File: config.mk
export PLATFORM = sky130hd
export DESIGN_NAME = pwr_mode_ctrl
export DESIGN_NICKNAME = d
export VERILOG_FILES = /design/src/rtl/pmc_pkg.sv /design/src/rtl/pmc_cfg_reg.sv /design/src/rtl/pmc_seq.sv /design/src/rtl/pmc_clk_resolve.sv /design/src/rtl/pwr_mode_ctrl.sv
export SDC_FILE = /design/constraint.sdc
export NUM_CORES = 1
export LEC_CHECK = 0
export BUFFER_PORTS_ARGS = -buffer_cell sky130_fd_sc_hd__buf_2
export CAP_MARGIN = 20
export CORE_MARGIN = 5
export CORE_UTILIZATION = 39
export CTS_CLUSTER_SIZE = 28
export DETAILED_ROUTE_END_ITERATION = 12
export GPL_ROUTABILITY_DRIVEN = 0
export GPL_TIMING_DRIVEN = 0
export PLACE_DENSITY_LB_ADDON = 0.12
export SETUP_SLACK_MARGIN = 0.3
export SLEW_MARGIN = 20
export SYNTH_ARGS = -nofsm -noshare
export SYNTH_HDL_FRONTEND = slang
export SYNTH_SLANG_ARGS = --single-unit
File: constraint.sdc
create_clock -name clk -period 2.85 [get_ports clk]
set_clock_uncertainty 0.05 [all_clocks]
set_input_delay 0.57 -clock clk [delete_from_list [all_inputs] [get_ports clk]]
set_output_delay 0.57 -clock clk [all_outputs]
set_load 0.01 [all_outputs]
File: src/rtl/pmc_pkg.sv
package pmc_pkg;
  localparam int REG_W = 8;

  localparam int B_PSM  = 0;
  localparam int B_IDLE = 1;
  localparam int B_HALT = 2;
  localparam int B_WBPS = 3;
  localparam int CFG_LO = 3;
  localparam int SEQ_W  = B_WBPS + 1;

  typedef enum logic [1:0] {
    MODE_ACTIVE = 2'd0,
    MODE_PSAVE  = 2'd1,
    MODE_IDLE   = 2'd2,
    MODE_HALT   = 2'd3
  } pmc_mode_e;

  typedef struct packed {
    logic pll_hwc;
    logic osc_hwc;
    logic pll_dis;
    logic osc_dis;
    logic wbps;
  } pmc_cfg_t;
endpackage

File: src/rtl/pmc_cfg_reg.sv
module pmc_cfg_reg
  import pmc_pkg::*;
(
  input  logic                    clk,
  input  logic                    rst_n,
  input  logic                    wr_en,
  input  logic [REG_W-1:CFG_LO]   wr_cfg,
  input  logic                    wake_evt,
  output pmc_cfg_t                cfg
);
  // configuration bits survive wake-up; only a write changes them
  always_ff @(posedge clk or negedge rst_n) begin
    if (!rst_n) begin
      cfg <= '0;
    end else if (wr_en && !wake_evt) begin
      cfg <= pmc_cfg_t'(wr_cfg);
    end
  end
endmodule

File: src/rtl/pmc_seq.sv
module pmc_seq
  import pmc_pkg::*;
(
  input  logic             clk,
  input  logic             rst_n,
  input  logic             wr_en,
  input  logic [SEQ_W-1:0] wr_lo,
  input  logic             wait_exec,
  input  logic             wake_evt,
  input  logic             sw_done,
  output pmc_mode_e        mode,
  output logic [2:0]       status
);
  pmc_mode_e mode_q, tgt_q;
  logic busy_q, psm_pend_q, idle_q, halt_q;

  always_ff @(posedge clk or negedge rst_n) begin
    if (!rst_n) begin
      mode_q     <= MODE_ACTIVE;
      tgt_q      <= MODE_ACTIVE;
      busy_q     <= 1'b0;
      psm_pend_q <= 1'b0;
      idle_q     <= 1'b0;
      halt_q     <= 1'b0;
    end else if (wake_evt) begin
      mode_q     <= MODE_ACTIVE;
      busy_q     <= 1'b0;
      psm_pend_q <= 1'b0;
      idle_q     <= 1'b0;
      halt_q     <= 1'b0;
    end else begin
      if (busy_q && sw_done) begin
        mode_q <= tgt_q;
        busy_q <= 1'b0;
      end
      if (wr_en) begin
        if (wr_lo[B_PSM]) begin
          if (mode_q == MODE_ACTIVE && !busy_q) begin
            if (wr_lo[B_WBPS]) begin
              psm_pend_q <= 1'b1;
            end else begin
              busy_q <= 1'b1;
              tgt_q  <= MODE_PSAVE;
            end
          end
        end else begin
          psm_pend_q <= 1'b0;
          if (mode_q == MODE_PSAVE) mode_q <= MODE_ACTIVE;
        end
        idle_q <= wr_lo[B_IDLE] & wr_lo[B_WBPS];
        if (!wr_lo[B_IDLE] && mode_q == MODE_IDLE) mode_q <= MODE_ACTIVE;
        halt_q <= wr_lo[B_HALT];
        if (!wr_lo[B_HALT] && mode_q == MODE_HALT) mode_q <= MODE_ACTIVE;
      end else if (wait_exec && !busy_q && mode_q == MODE_ACTIVE) begin
        if (halt_q) begin
          busy_q <= 1'b1;
          tgt_q  <= MODE_HALT;
        end else if (idle_q) begin
          busy_q <= 1'b1;
          tgt_q  <= MODE_IDLE;
        end else if (psm_pend_q) begin
          busy_q     <= 1'b1;
          tgt_q      <= MODE_PSAVE;
          psm_pend_q <= 1'b0;
        end
      end
    end
  end

  assign mode   = mode_q;
  assign status = {halt_q, idle_q, mode_q == MODE_PSAVE};

  AST_ENTRY_NEEDS_DONE: assert property (@(posedge clk) disable iff (!rst_n)
    (mode_q != MODE_ACTIVE && $past(mode_q) == MODE_ACTIVE) |-> $past(busy_q && sw_done));
  AST_DEFER_NO_START: assert property (@(posedge clk) disable iff (!rst_n)
    ($rose(busy_q) && $past(wr_en)) |-> !$past(wr_lo[B_WBPS]));
  AST_IDLE_NEEDS_WBPS: assert property (@(posedge clk) disable iff (!rst_n)
    $rose(idle_q) |-> $past(wr_en && wr_lo[B_WBPS]));
  AST_WAKE_ACTIVE: assert property (@(posedge clk) disable iff (!rst_n)
    wake_evt |=> (mode_q == MODE_ACTIVE && !busy_q && status == 3'b000));
endmodule

File: src/rtl/pmc_clk_resolve.sv
module pmc_clk_resolve
  import pmc_pkg::*;
(
  input  pmc_mode_e mode,
  input  pmc_cfg_t  cfg,
  input  logic      lc_sleep,
  input  logic      pll_pwrdn,
  output logic      osc_en,
  output logic      pll_en
);
  logic pll_mode_ok;

  always_comb begin
    unique case (mode)
      MODE_ACTIVE: begin
        osc_en      = 1'b1;
        pll_mode_ok = 1'b1;
      end
      MODE_HALT: begin
        osc_en      = 1'b0;
        pll_mode_ok = 1'b0;
      end
      default: begin
        // software disable wins; otherwise the radio sleep override applies
        osc_en      = !(cfg.osc_dis || (cfg.osc_hwc && lc_sleep));
        pll_mode_ok = !(cfg.pll_dis || (cfg.pll_hwc && lc_sleep));
      end
    endcase
    pll_en = pll_mode_ok && osc_en && !pll_pwrdn;
  end
endmodule

File: src/rtl/pwr_mode_ctrl.sv
module pwr_mode_ctrl
  import pmc_pkg::*;
(
  input  logic             clk,
  input  logic             rst_n,
  input  logic             wr_en,
  input  logic [REG_W-1:0] wr_data,
  output logic [REG_W-1:0] rd_data,
  input  logic             wait_exec,
  input  logic             wake_evt,
  input  logic             lc_sleep,
  input  logic             pll_pwrdn,
  input  logic             sw_done,
  output logic [1:0]       mode,
  output logic             osc_en,
  output logic             pll_en
);
  pmc_cfg_t   cfg;
  pmc_mode_e  mode_w;
  logic [2:0] status;

  pmc_cfg_reg u_cfg (
    .clk      (clk),
    .rst_n    (rst_n),
    .wr_en    (wr_en),
    .wr_cfg   (wr_data[REG_W-1:CFG_LO]),
    .wake_evt (wake_evt),
    .cfg      (cfg)
  );

  pmc_seq u_seq (
    .clk       (clk),
    .rst_n     (rst_n),
    .wr_en     (wr_en),
    .wr_lo     (wr_data[SEQ_W-1:0]),
    .wait_exec (wait_exec),
    .wake_evt  (wake_evt),
    .sw_done   (sw_done),
    .mode      (mode_w),
    .status    (status)
  );

  pmc_clk_resolve u_res (
    .mode      (mode_w),
    .cfg       (cfg),
    .lc_sleep  (lc_sleep),
    .pll_pwrdn (pll_pwrdn),
    .osc_en    (osc_en),
    .pll_en    (pll_en)
  );

  assign rd_data = {cfg, status};
  assign mode    = mode_w;

  AST_HALT_GATES_OFF: assert property (@(posedge clk) disable iff (!rst_n)
    (mode_w == MODE_HALT) |-> (!osc_en && !pll_en));
  AST_ACTIVE_RUNS: assert property (@(posedge clk) disable iff (!rst_n)
    (mode_w == MODE_ACTIVE && !pll_pwrdn) |-> (osc_en && pll_en));
  AST_PWRDN_PLL: assert property (@(posedge clk) disable iff (!rst_n)
    pll_pwrdn |-> !pll_en);
  AST_PLL_NEEDS_OSC: assert property (@(posedge clk) disable iff (!rst_n)
    pll_en |-> osc_en);
endmodule

Word level (Yosys, flattened, before mapping)
Index checks and enable logic that the tools add are counted.
{"block": "totals", "word_cells": 89, "regBits": 13, "inputBits": 16, "output_inout_bits": 12}
{"block": "classes", "muxes": 39, "eq_ne": 10, "bitwise_logic": 2, "reduce_logical": 27}
{"op": "two-way mux 2 bit", "count": 15}
{"op": "two-way mux 1 bit", "count": 22}
{"op": "logical AND 1 bit", "count": 11}
{"op": "inequality test 4 x 2 -> 1 bit (second input constant)", "count": 2}
{"op": "zero test 1 bit", "count": 7}
{"op": "inequality test 3 bit (second input constant)", "count": 2}
{"op": "AND reduction 6 bit", "count": 1}
{"op": "AND reduction 5 bit", "count": 1}
{"op": "equality test 2 bit (second input constant)", "count": 2}
{"op": "inequality test 2 x 1 -> 1 bit (second input constant)", "count": 2}
{"op": "case mux 1 bit (2 select lines)", "count": 2}
{"op": "nonzero test 2 bit", "count": 2}
{"op": "nonzero test 4 bit", "count": 1}
{"op": "nonzero test 3 bit", "count": 1}
{"op": "equality test 2 x 1 -> 1 bit (second input constant)", "count": 1}
{"op": "zero test 2 bit", "count": 1}
{"op": "logical OR 1 bit", "count": 2}
{"op": "inequality test 2 bit (second input constant)", "count": 1}
{"op": "AND 1 bit", "count": 1}
{"op": "NOT 1 bit", "count": 1}

Logic depth before layout (Yosys ltp)
Gate-level depths: netlist (run 1).
{"block": "logic_depth", "ltp_word": 8, "depth_mapped": 5, "ltp_nobuf": 5}

Cells and area by module
Synthesis (run 1) repeated with hierarchy kept, for this count alone.
{"block": "unflattened", "cells_unflattened": 69, "hier_area_um2": 701.9}
{"module": "pmc_seq", "instances": 1, "cells_each": 48, "area_per_inst_um2": 446.7}
{"module": "pmc_cfg_reg", "instances": 1, "cells_each": 11, "area_per_inst_um2": 195.2}
{"module": "pmc_clk_resolve", "instances": 1, "cells_each": 10, "area_per_inst_um2": 60.1}

Least setup slack after synthesis (run 1)
Ideal clock, no wire load.
{"block": "synth_path", "path_kind": "register to output", "from": "reg u_seq.mode_q[0], in the netlist u_seq.mode[0]", "to": "out pll_en", "t_required_ns": 2.230, "path_slack_ns": 0.897, "t_arrival_ns": 1.333, "stages_incl_launch_ff": 5, "path_cell_list": "dfrtp_1 > inv_1 > ha_1 > mux2_2 > and2_1"}
{"block": "synth_between", "elab_chain_len": 4, "elab_cells_between_ends": 6, "classes_between": "eq/ne (1); mux (2); reduce/logical (3)"}
{"item": "from (decl)", "line": "pmc_seq.sv:14", "rtl": "pmc_mode_e mode_q, tgt_q;"}
{"item": "from (signal assigned)", "line": "pmc_seq.sv:33", "rtl": "mode_q <= tgt_q;"}
{"item": "equality test 2 bit / zero test 2 bit (equally long branches)", "line": "pmc_clk_resolve.sv:14", "rtl": "unique case (mode)"}
{"item": "case mux 1 bit (2 select lines) *", "line": "pmc_clk_resolve.sv:14"}
{"item": "via osc_en", "line": "pwr_mode_ctrl.sv:15", "rtl": "output logic osc_en,"}
{"item": "logical AND 1 bit * (2 in series)", "line": "pmc_clk_resolve.sv:29", "rtl": "pll_en = pll_mode_ok && osc_en && !pll_pwrdn;"}
{"item": "to (decl)", "line": "pwr_mode_ctrl.sv:16", "rtl": "output logic pll_en"}
Mark *: on every way through the listed nets, which the timed path passes. The rest lies on a longest branch.

Worst setup path after layout (run 1)
{"block": "layout_path", "from": "reg u_seq.mode_q[0], in the netlist u_seq.mode[0]", "to": "out pll_en"}
{"block": "layout_between", "elab_chain_len": 4, "elab_cells_between_ends": 6, "classes_between": "eq/ne (1); mux (2); reduce/logical (3)"}
{"item": "equality test 2 bit / zero test 2 bit (equally long branches)", "line": "pmc_clk_resolve.sv:14"}
{"item": "case mux 1 bit (2 select lines)", "line": "pmc_clk_resolve.sv:14"}
{"item": "logical AND 1 bit * (2 in series)", "line": "pmc_clk_resolve.sv:29"}
Mark *: on every way between the ends. The rest lies on a longest branch, timed or not.

==> impl_metrics.yaml, run 1 <==
cells_and_area:
  utilization_pct: 49.7
  layout-drive-gt1-share_pct: 43.0
  stdcell_area_sq_um: 955
  diodes: 0
  nets: 121
  n_fill_cell: 195
  final_cells: 127
  areaGrowthSynthToFinish_pct: 24.9
pwr:
  irDropWorstVdd_mv: 0.317
  powerDensity_nw_per_um2: 452
  static-leakage-power_uw: 0.000483
global_route:
  track_usage_pct: 12.8
  grt_pass1_vias: 603
  antenna_found_initial: 0
  grt-ovfl-total: 0
  grt_max_degree: 14
  grt_pass1_wl_um: 2640
synthesis:
  synth_fp_nets: 90
  yosys.area.top_type: "dfrtp_1"
  syn_inst: 70
  synth_commonest_cells: "dfrtp_1, mux2_2, inv_1, nor2b_1"
  ys_seq_area_share_pct: 42.6
  synth_ff_type: "dfrtp_1"
  yosys_warnings: 0
  syn-cell-area_sq_um: 764
  yosysMostFrequentCell: "dfrtp_1"
  synth_area_per_cell_sq_um: 10.9
  yosysTopAreaCellShare_pct: 42.6
  async_reset_ff_share_pct: 100
  synth_cell_types: 30
  ys_ff_latch: 13
  synth_enable_flop_cells: 0
  synth_area_leaders: "dfrtp_1, mux2_2, ha_1, nor2b_1, mux2i_1"
flow_run:
  cap_viol_max_count: 0
clock_network:
  cts_root_buf: "clkbuf_4"
  clk_path_buf_depth: 2
  cts_tree: "yes"
  cts_resized: 0
  postCtsSetupBuffers: 0
  cts_made_buffers: 3
  clock_latency_ns: 0.28
  ctsHoldBuffers: 0
  cts.sinks: 13
  clk_pin_slew_ns: 0.08
  htreeDepth: 1
route:
  drt_wl_total_um: 1700
  drc_errors: 0
  via_per_inst: 4.80
  wl_met2_um: 759
  dr.first_iter.drc_count: 6
  vias: 609
  drt-wirelength-per-cell_um: 13.4
  highest_layer: "met4"
  wl_met1_um: 773
  detail_route.first_pass.iterations: 4
  antenna_left: 0
  wl_met3_um: 147
sta:
  fin_crit_ns: 2.29
  max_freq_mhz: 436
  finalMaxSlewViolations: 0
  finalHoldViolCount: 0
  worst_pin_slew_ns: 0.398
  rsz0062_at_grt: "false"
  slew_headroom_pct: 73.5
  worst_slack_ns: 0.557
  tns_ns: 0
  finalSetupViolCount: 0
  period_share_pct: 80.4
run_status:
  outcome: "finished clean"
placement:
  placed_cell_area_sq_um: 928
  dp_hpwl_um: 1340
  dp.cells: 123
  portBuffers: 26
  preCtsSetupSlack_ns: 0.844
critical_path:
  reg2reg_to: "u_seq.tgt_q[0]"
  critPathCaptureType: "primary output"
  r2r_cells: 5
  path_class: "reg2out"
  worstSetupStartpointType: "flop"
  arrival_ns: 1.67
  r2r-start: "u_seq.mode[0]"
  ff2ff_setup_slack_ns: 1.29
  worstPathMaxFanout: 5
  required_ns: 2.23
floorplanning:
  initial_core_util_pct: 39.8
  die_height_um: 54.3
  coreArea_sq_um: 1920
  rows: 16
  die_w_um: 54.3
  io-pin-count: 28
  die_area_sq_um: 2950
hold_path:
  hp-class: "in2async"
worst max path at each step:
stage	endpoint	from	slack, ns
3_3_place_gp	pll_en	u_seq.mode[0]	0.86
3_5_place_dp	pll_en	u_seq.mode[0]	0.84
2_1_floorplan	pll_en	u_seq.mode[0]	0.90
4_1_cts	pll_en	u_seq.mode[0]	0.53
5_1_grt	pll_en	u_seq.mode[0]	0.45
6_report	pll_en	u_seq.mode[0]	0.56
state kept, by name, summed over array words and instances, names as in the netlist:
signal,count
u_cfg.cfg,5
u_seq.busy_q,1
u_seq.halt_q,1
u_seq.idle_q,1
u_seq.mode,2
u_seq.psm_pend_q,1
u_seq.tgt_q,2
worst max-delay path: stages, from the launching register on:
cell and delay [ns]:
dfrtp_1 0.41, inv_1 0.08, ha_1 0.30, mux2_2 0.34, and2_1 0.13, buf_2 0.13
cells in the final DEF (no fill, tap or decap):
| master | count |
|---|---|
| a211o_1 | 1 |
| a21o_1 | 1 |
| a21oi_1 | 3 |
| a221oi_1 | 2 |
| a221oi_2 | 1 |
| a222oi_1 | 1 |
| a31o_2 | 1 |
| and2_1 | 1 |
| and2b_1 | 1 |
| and3b_2 | 1 |
| and4bb_2 | 1 |
| buf_2 | 27 |
| buf_4 | 2 |
| buf_6 | 1 |
| clkbuf_1 | 2 |
| clkbuf_4 | 3 |
| dfrtp_1 | 13 |
| ha_1 | 4 |
| inv_1 | 5 |
| mux2_2 | 6 |
| mux2i_1 | 3 |
| nand2_1 | 1 |
| nand2b_1 | 2 |
| nand3_1 | 1 |
| nand4bb_1 | 1 |
| nor2_1 | 3 |
| nor2b_1 | 5 |
| nor3_1 | 4 |
| nor4b_1 | 1 |
| o31a_1 | 1 |
| or3_1 | 1 |
stage by stage:
stage | power, uW | hold WS (ns)
floorplan | 278 | 0.224
global placement | 319 | 0.426
CTS | 437 | 0.127
finish | 432 | 0.123
detailed placement | 321 | 0.431
global route | 460 | 0.130
per-layer routing:
layer | GRT usage [%] | up-vias
met5 | 0 | -
met4 | 6.22 | 0
met3 | 3.54 | 2
met2 | 19.9 | 19
met1 | 16.2 | 281
li1 | - | 307
cell families (layout without fill, tap and decap cells):
kind of cell | count (synthesis) | after routing | share of synthesized area (%)
fa+ha+maj | 4 | 4 | 6.55
simple gates | 23 | 23 | 19.1
compound gates | 11 | 11 | 11.9
buf+inv | 10 | 40 | 7.04
mux | 9 | 9 | 12.8
flops | 13 | 13 | 42.6
area by class of cell:
class	count	area (sq um)	area share (%)
plain buffers	5	35.0	3.67
clock buffers	4	26.3	2.75
inverters	5	18.8	1.97
multi-input cells	47	385	40.4
flip-flops and latches	13	325	34.1
well taps	27	33.8	3.54
repair buffers	26	130	13.6
where the power goes:
| part | switching (uW) | leakage (uW) | internal (uW) |
|---|---|---|---|
| registers | 15.2 | 0.000163 | 202 |
| clock network | 61.7 | 0.0000150 | 54.3 |
| logic | 46.7 | 0.000304 | 51.6 |
Power figures use the tool's default switching activity.
==> inputs of run 2 (changes only) <==
==> constraint.sdc (replaced) <==
create_clock -name clk -period 1.95 [get_ports clk]
set_clock_uncertainty 0.05 [all_clocks]
set_input_delay 0.39 -clock clk [delete_from_list [all_inputs] [get_ports clk]]
set_output_delay 0.39 -clock clk [all_outputs]
set_load 0.01 [all_outputs]
==> run 2 against run 1 <==
Against the previous run: the flow now finishes with violations (setup timing); register-to-register slack lost 0.91 ns; count of clock-buffer cells in the layout is the same; die area is the same; global-route usage grew 0.53 points; combinational power grew 65%; sequential share of layout area shrank 2.9 points; critical path depth is the same; flip-flop and latch count is the same; critical path type unchanged.
==> impl_metrics.yaml, run 2 (synthesized netlist as in run 1, its figures left out) <==
pwr:
  powerDensity_nw_per_um2: 626
  static-leakage-power_uw: 0.000521
  irDropWorstVdd_mv: 0.418
cells_and_area:
  regMostFlops: "u_cfg.cfg"
  diodes: 0
  largest_reg_flops: 5
  final_cell_mix: "buf_2, dfrtp_1, nor2b_1, mux2_2, buf_4"
  nets: 126
  areaGrowthSynthToFinish_pct: 36.3
  layout-drive-gt1-share_pct: 51.4
  stdcell_area_sq_um: 1040
  final_common_cell: "buf_2"
global_route:
  track_usage_pct: 13.3
  grt_pass1_vias: 611
  gr-usage-met3_pct: 3.54
  grt_use_met2_pct: 19.7
  grt-ovfl-total: 0
  grt_pass1_wl_um: 2730
  grtUsageMet1_pct: 17.4
  grt_max_degree: 14
  top_usage_layer: "met2"
  antenna_found_initial: 0
floorplanning:
  die_w_um: 54.3
  io-pin-count: 28
  die_height_um: 54.3
  coreArea_sq_um: 1920
  rows: 16
  die_area_sq_um: 2950
  initial_core_util_pct: 39.8
route:
  dr.first_iter.drc_count: 13
  antenna_left: 0
  via_per_inst: 4.99
  drt_wl_total_um: 1810
  drc_errors: 0
  drt-wirelength-per-cell_um: 13.7
  detail_route.first_pass.iterations: 4
  vias: 659
critical_path:
  max_stage_delay_ns: 0.37
  critPathCapture: "pll_en"
  r2r_cells: 6
  worstSetupStartpointType: "flop"
  path_class: "reg2out"
  startpoint: "u_seq.mode[1]"
  reg2reg_to: "u_seq.mode[1]"
  ff2ff_setup_slack_ns: 0.38
  r2r-start: "u_seq.mode[0]"
  critPathSlowestCell: "dfrtp_1"
  critPathCaptureType: "primary output"
  crit_chain: "inv_2, ha_4, mux2_4, and2_4, buf_6"
  worstPathMaxFanout: 2
  arrival_ns: 1.52
  required_ns: 1.51
sta:
  max_freq_mhz: 509
  worst_slack_ns: -0.0149
  period_share_pct: 101
  holdWs_ns: 0.287
  finalHoldViolCount: 0
  tns_ns: -0.0149
  worst_pin_slew_ns: 0.462
  fin_crit_ns: 1.96
  slew_headroom_pct: 69.2
  finalMaxSlewViolations: 0
  rsz0062_at_grt: "true"
  finalSetupViolCount: 1
placement:
  dp_hpwl_um: 1340
  preCtsSetupSlack_ns: 0.141
  portBuffers: 26
  placed_cell_area_sq_um: 935
clock_network:
  cts_made_buffers: 3
  clk_path_buf_depth: 2
  htreeDepth: 1
  cts_tree: "yes"
  clk_pin_slew_ns: 0.09
  cts_root_buf: "clkbuf_4"
  clock_latency_ns: 0.28
  cts.sinks: 13
hold_path:
  hp-class: "in2reg"
run_status:
  violations: "setup timing"
  outcome: "finished with violations"
flow_run:
  cap_viol_max_count: 0
==> run 2: layer usage <==
metal | vias up | wire length [um]
met5 | - | 0
met4 | 0 | 10
met3 | 2 | 132
met2 | 25 | 850
met1 | 310 | 813
li1 | 322 | -
==> run 2: report_power, final <==
group / internal [uW] / leakage, uW / switching, uW
combinational: 87.9 / 0.000343 / 73.7
clock: 79.3 / 0.0000150 / 94.1
sequential: 296 / 0.000163 / 22.3
==> run 2: what timing repair did <==
item | 4_1_cts | 5_1_grt
hold endpoints to repair | 13 | 0
buffers inserted | 3 | 1
setup endpoints to repair | 2 | 4
gates resized for setup | 4 | 5
hold buffers | 1 | 0
pin swaps | 1 | 1
==> run 2: how the worst min path moves through the flow <==
stage	startpoint	end	slack, ns	cells after the start
2_1_floorplan	rst_n	u_cfg.cfg[0]	0.04	0
3_3_place_gp	rst_n	u_seq.busy_q	0.25	1
3_5_place_dp	rst_n	u_cfg.cfg[0]	0.25	1
4_1_cts	wr_data[5]	u_cfg.cfg[2]	0.29	2
5_1_grt	wr_data[5]	u_cfg.cfg[2]	0.28	2
6_report	wr_data[5]	u_cfg.cfg[2]	0.29	2
==> run 2: worst max-delay path, delay by kind of cell, from the launching register on <==
| family | cells | cell delay (ns) |
|---|---|---|
| muxes | 1 | 0.29 |
| buffers and inverters | 2 | 0.17 |
| DFF | 1 | 0.37 |
| adders and majority gates | 1 | 0.27 |
| and+or+nand+nor | 1 | 0.14 |
==> run 2: through the flow <==
stage               power, uW  instances  util [%]
global route              686        132      54.2
CTS                       653        131      52.7
detailed placement        473        123      48.6
global placement          470        123      48.6
floorplan                 411         70         -
finish                    653        132      54.2
==> run 2: layout make-up <==
type                       count  area [sq um]
tap                           27          33.8
fill                         178           880
sequential                    13           325
clock buffer                   4          26.3
inverter                       5          18.8
buffer                         5          35.0
timing repair buffer          31           186
multi-input combinational     47           417
==> inputs of run 3 (changes only) <==
--- a/config.mk
+++ b/config.mk
@@ -7,8 +7,7 @@
 export LEC_CHECK = 0
 export BUFFER_PORTS_ARGS = -buffer_cell sky130_fd_sc_hd__buf_2
 export CAP_MARGIN = 20
-export CORE_MARGIN = 5
-export CORE_UTILIZATION = 39
+export CORE_UTILIZATION = 42
 export CTS_CLUSTER_SIZE = 28
 export DETAILED_ROUTE_END_ITERATION = 12
 export GPL_ROUTABILITY_DRIVEN = 0
==> run 3 against run 2 <==
Against the previous run: the run still ends with setup timing left; register-to-register slack got worse by 0.29 ns; non-clock buffer count increased by 5; critical path depth unchanged; worst setup slack improved by 0.0060 ns; largest power group unchanged; sequential share of layout area decreased by 1.2 points; clock power decreased by 6%; count of clock-buffer cells in the layout unchanged; power decreased by 1.2%.
==> impl_metrics.yaml, run 3 (synthesized netlist as in run 1, its figures left out) <==
sta:
  finalHoldViolCount: 0
  max_freq_mhz: 510
  slew_headroom_pct: 70.3
  worst_slack_ns: -0.00889
  fin_crit_ns: 1.96
  period_share_pct: 100
  rsz0062_at_grt: "true"
  worst_pin_slew_ns: 0.446
  finalSetupViolCount: 1
  holdWs_ns: 0.295
  finalMaxSlewViolations: 0
critical_path:
  path_class: "reg2out"
  critPathSlowestCell: "dfrtp_1"
  r2r-start: "u_seq.mode[1]"
  arrival_ns: 1.52
  path_buf_inv: 2
  required_ns: 1.51
  reg2reg_to: "u_seq.mode[1]"
  worstSetupStartpointType: "flop"
  critPathCaptureType: "primary output"
  crit_chain: "inv_2, ha_4, mux2_4, and2_4, buf_6"
  ff2ff_setup_slack_ns: 0.09
  worstPathMaxFanout: 2
  max_stage_delay_ns: 0.37
  crit_family: "flip-flops"
  r2r_cells: 10
global_route:
  antenna_found_initial: 0
  grt-ovfl-total: 0
  grt_pass1_wl_um: 2780
  grt_pass1_vias: 704
  track_usage_pct: 19.8
  grt_max_degree: 14
route:
  drt_wl_total_um: 1680
  dr.first_iter.drc_count: 12
  via_per_inst: 5.07
  antenna_left: 0
  drc_errors: 0
  drt-wirelength-per-cell_um: 12.5
  vias: 684
  detail_route.first_pass.iterations: 4
cells_and_area:
  final_cell_mix: "buf_2, dfrtp_1, buf_4"
  multi_input_area_sq_um: 424
  seqCellArea_sq_um: 325
  stdcell_area_sq_um: 1080
  n_fill_cell: 152
  diodes: 0
  final_common_cell: "buf_2"
  largest_reg_flops: 5
  areaGrowthSynthToFinish_pct: 41.9
  regMostFlops: "u_cfg.cfg"
  layout-drive-gt1-share_pct: 53.6
  nets: 131
floorplanning:
  die_height_um: 44.7
  io-pin-count: 28
  initial_core_util_pct: 44.8
  rows: 15
  die_area_sq_um: 1990
  coreArea_sq_um: 1710
  die_w_um: 44.7
run_status:
  violations: "setup timing"
  outcome: "finished with violations"
hold_path:
  hp-class: "in2reg"
  holdPathStages: 2
  hold_path_end: "u_cfg.cfg[2]"
  hp-start: "wr_data[5]"
clock_network:
  htreeDepth: 1
  cts_made_buffers: 3
  clock_latency_ns: 0.27
  clk_pin_slew_ns: 0.07
  cts_tree: "yes"
  clk_path_buf_depth: 2
  cts.sinks: 13
  cts_root_buf: "clkbuf_4"
placement:
  portBuffers: 26
  preCtsSetupSlack_ns: 0.119
  dp_hpwl_um: 1240
  placed_cell_area_sq_um: 932
flow_run:
  cap_viol_max_count: 0
pwr:
  static-leakage-power_uw: 0.000543
  powerDensity_nw_per_um2: 595
  irDropWorstVdd_mv: 0.491
## run 3: changes by cell type in the layout (fill, tap and decap cells not counted), sizes merged
cell / delta
buf: +5
## run 3: worst max-delay path by stage
stage                              from     end  slack, ns  cells past startpoint
final                     u_seq.mode[0]  pll_en     -0.009                      5
after global routing      u_seq.mode[1]  pll_en      -0.05                      5
after CTS                 u_seq.mode[1]  pll_en      -0.01                      5
after detailed placement  u_seq.mode[1]  pll_en       0.12                      5
after global placement    u_seq.mode[1]  pll_en       0.14                      5
after floorplan           u_seq.mode[1]  pll_en       0.22                      4
## run 3: worst register-to-register path: cells and delay by family (launching register included)
family / cells / cell delay, ns
buf+inv: 6 / 0.67
flops: 1 / 0.37
simple gates: 2 / 0.29
compound gates: 1 / 0.26
fa+ha+maj: 1 / 0.15
## run 3: cell type report
| class | instances | share of cell area [%] |
|---|---|---|
| buffer | 5 | 3.23 |
| timing repair buffer | 36 | 20.6 |
| inverter | 5 | 1.73 |
| tap | 25 | 2.88 |
| clock buffer | 4 | 2.42 |
| sequential | 13 | 30.0 |
| multi-input combinational | 47 | 39.1 |
## run 3: routing by layer
layer / wire length, um / part of all wire, % / vias up / global-route usage, %
li1: - / - / 329 / -
met1: 740 / 44 / 323 / 21.2
met2: 821 / 49 / 26 / 34.7
met3: 77 / 4.6 / 6 / 3.67
met4: 42 / 2.5 / 0 / 13.9
met5: 0 / 0 / - / 0
## run 3: power breakdown
part / switching [uW] / internal [uW] / total (uW)
Clock: 82.5 / 79.3 / 162
Sequential: 20.9 / 296 / 316
Combinational: 74.0 / 93.0 / 167
## run 3: metrics by stage
stage	power [uW]	cells	TNS (ns)	util, %
2_1_floorplan	411	70	0	-
3_3_place_gp	469	121	0	54.6
3_5_place_dp	471	121	0	54.6
4_1_cts	657	133	-0.0138	62.5
5_1_grt	684	135	-0.0477	63.5
6_report	645	135	-0.00889	63.5
## run 3: what timing repair did
action	CTS	global route
hold endpoints to repair	13	0
resized for setup	9	1
pin swaps	5	2
buffers inserted	7	2
hold buffers	1	0
setup endpoints to repair	2	5
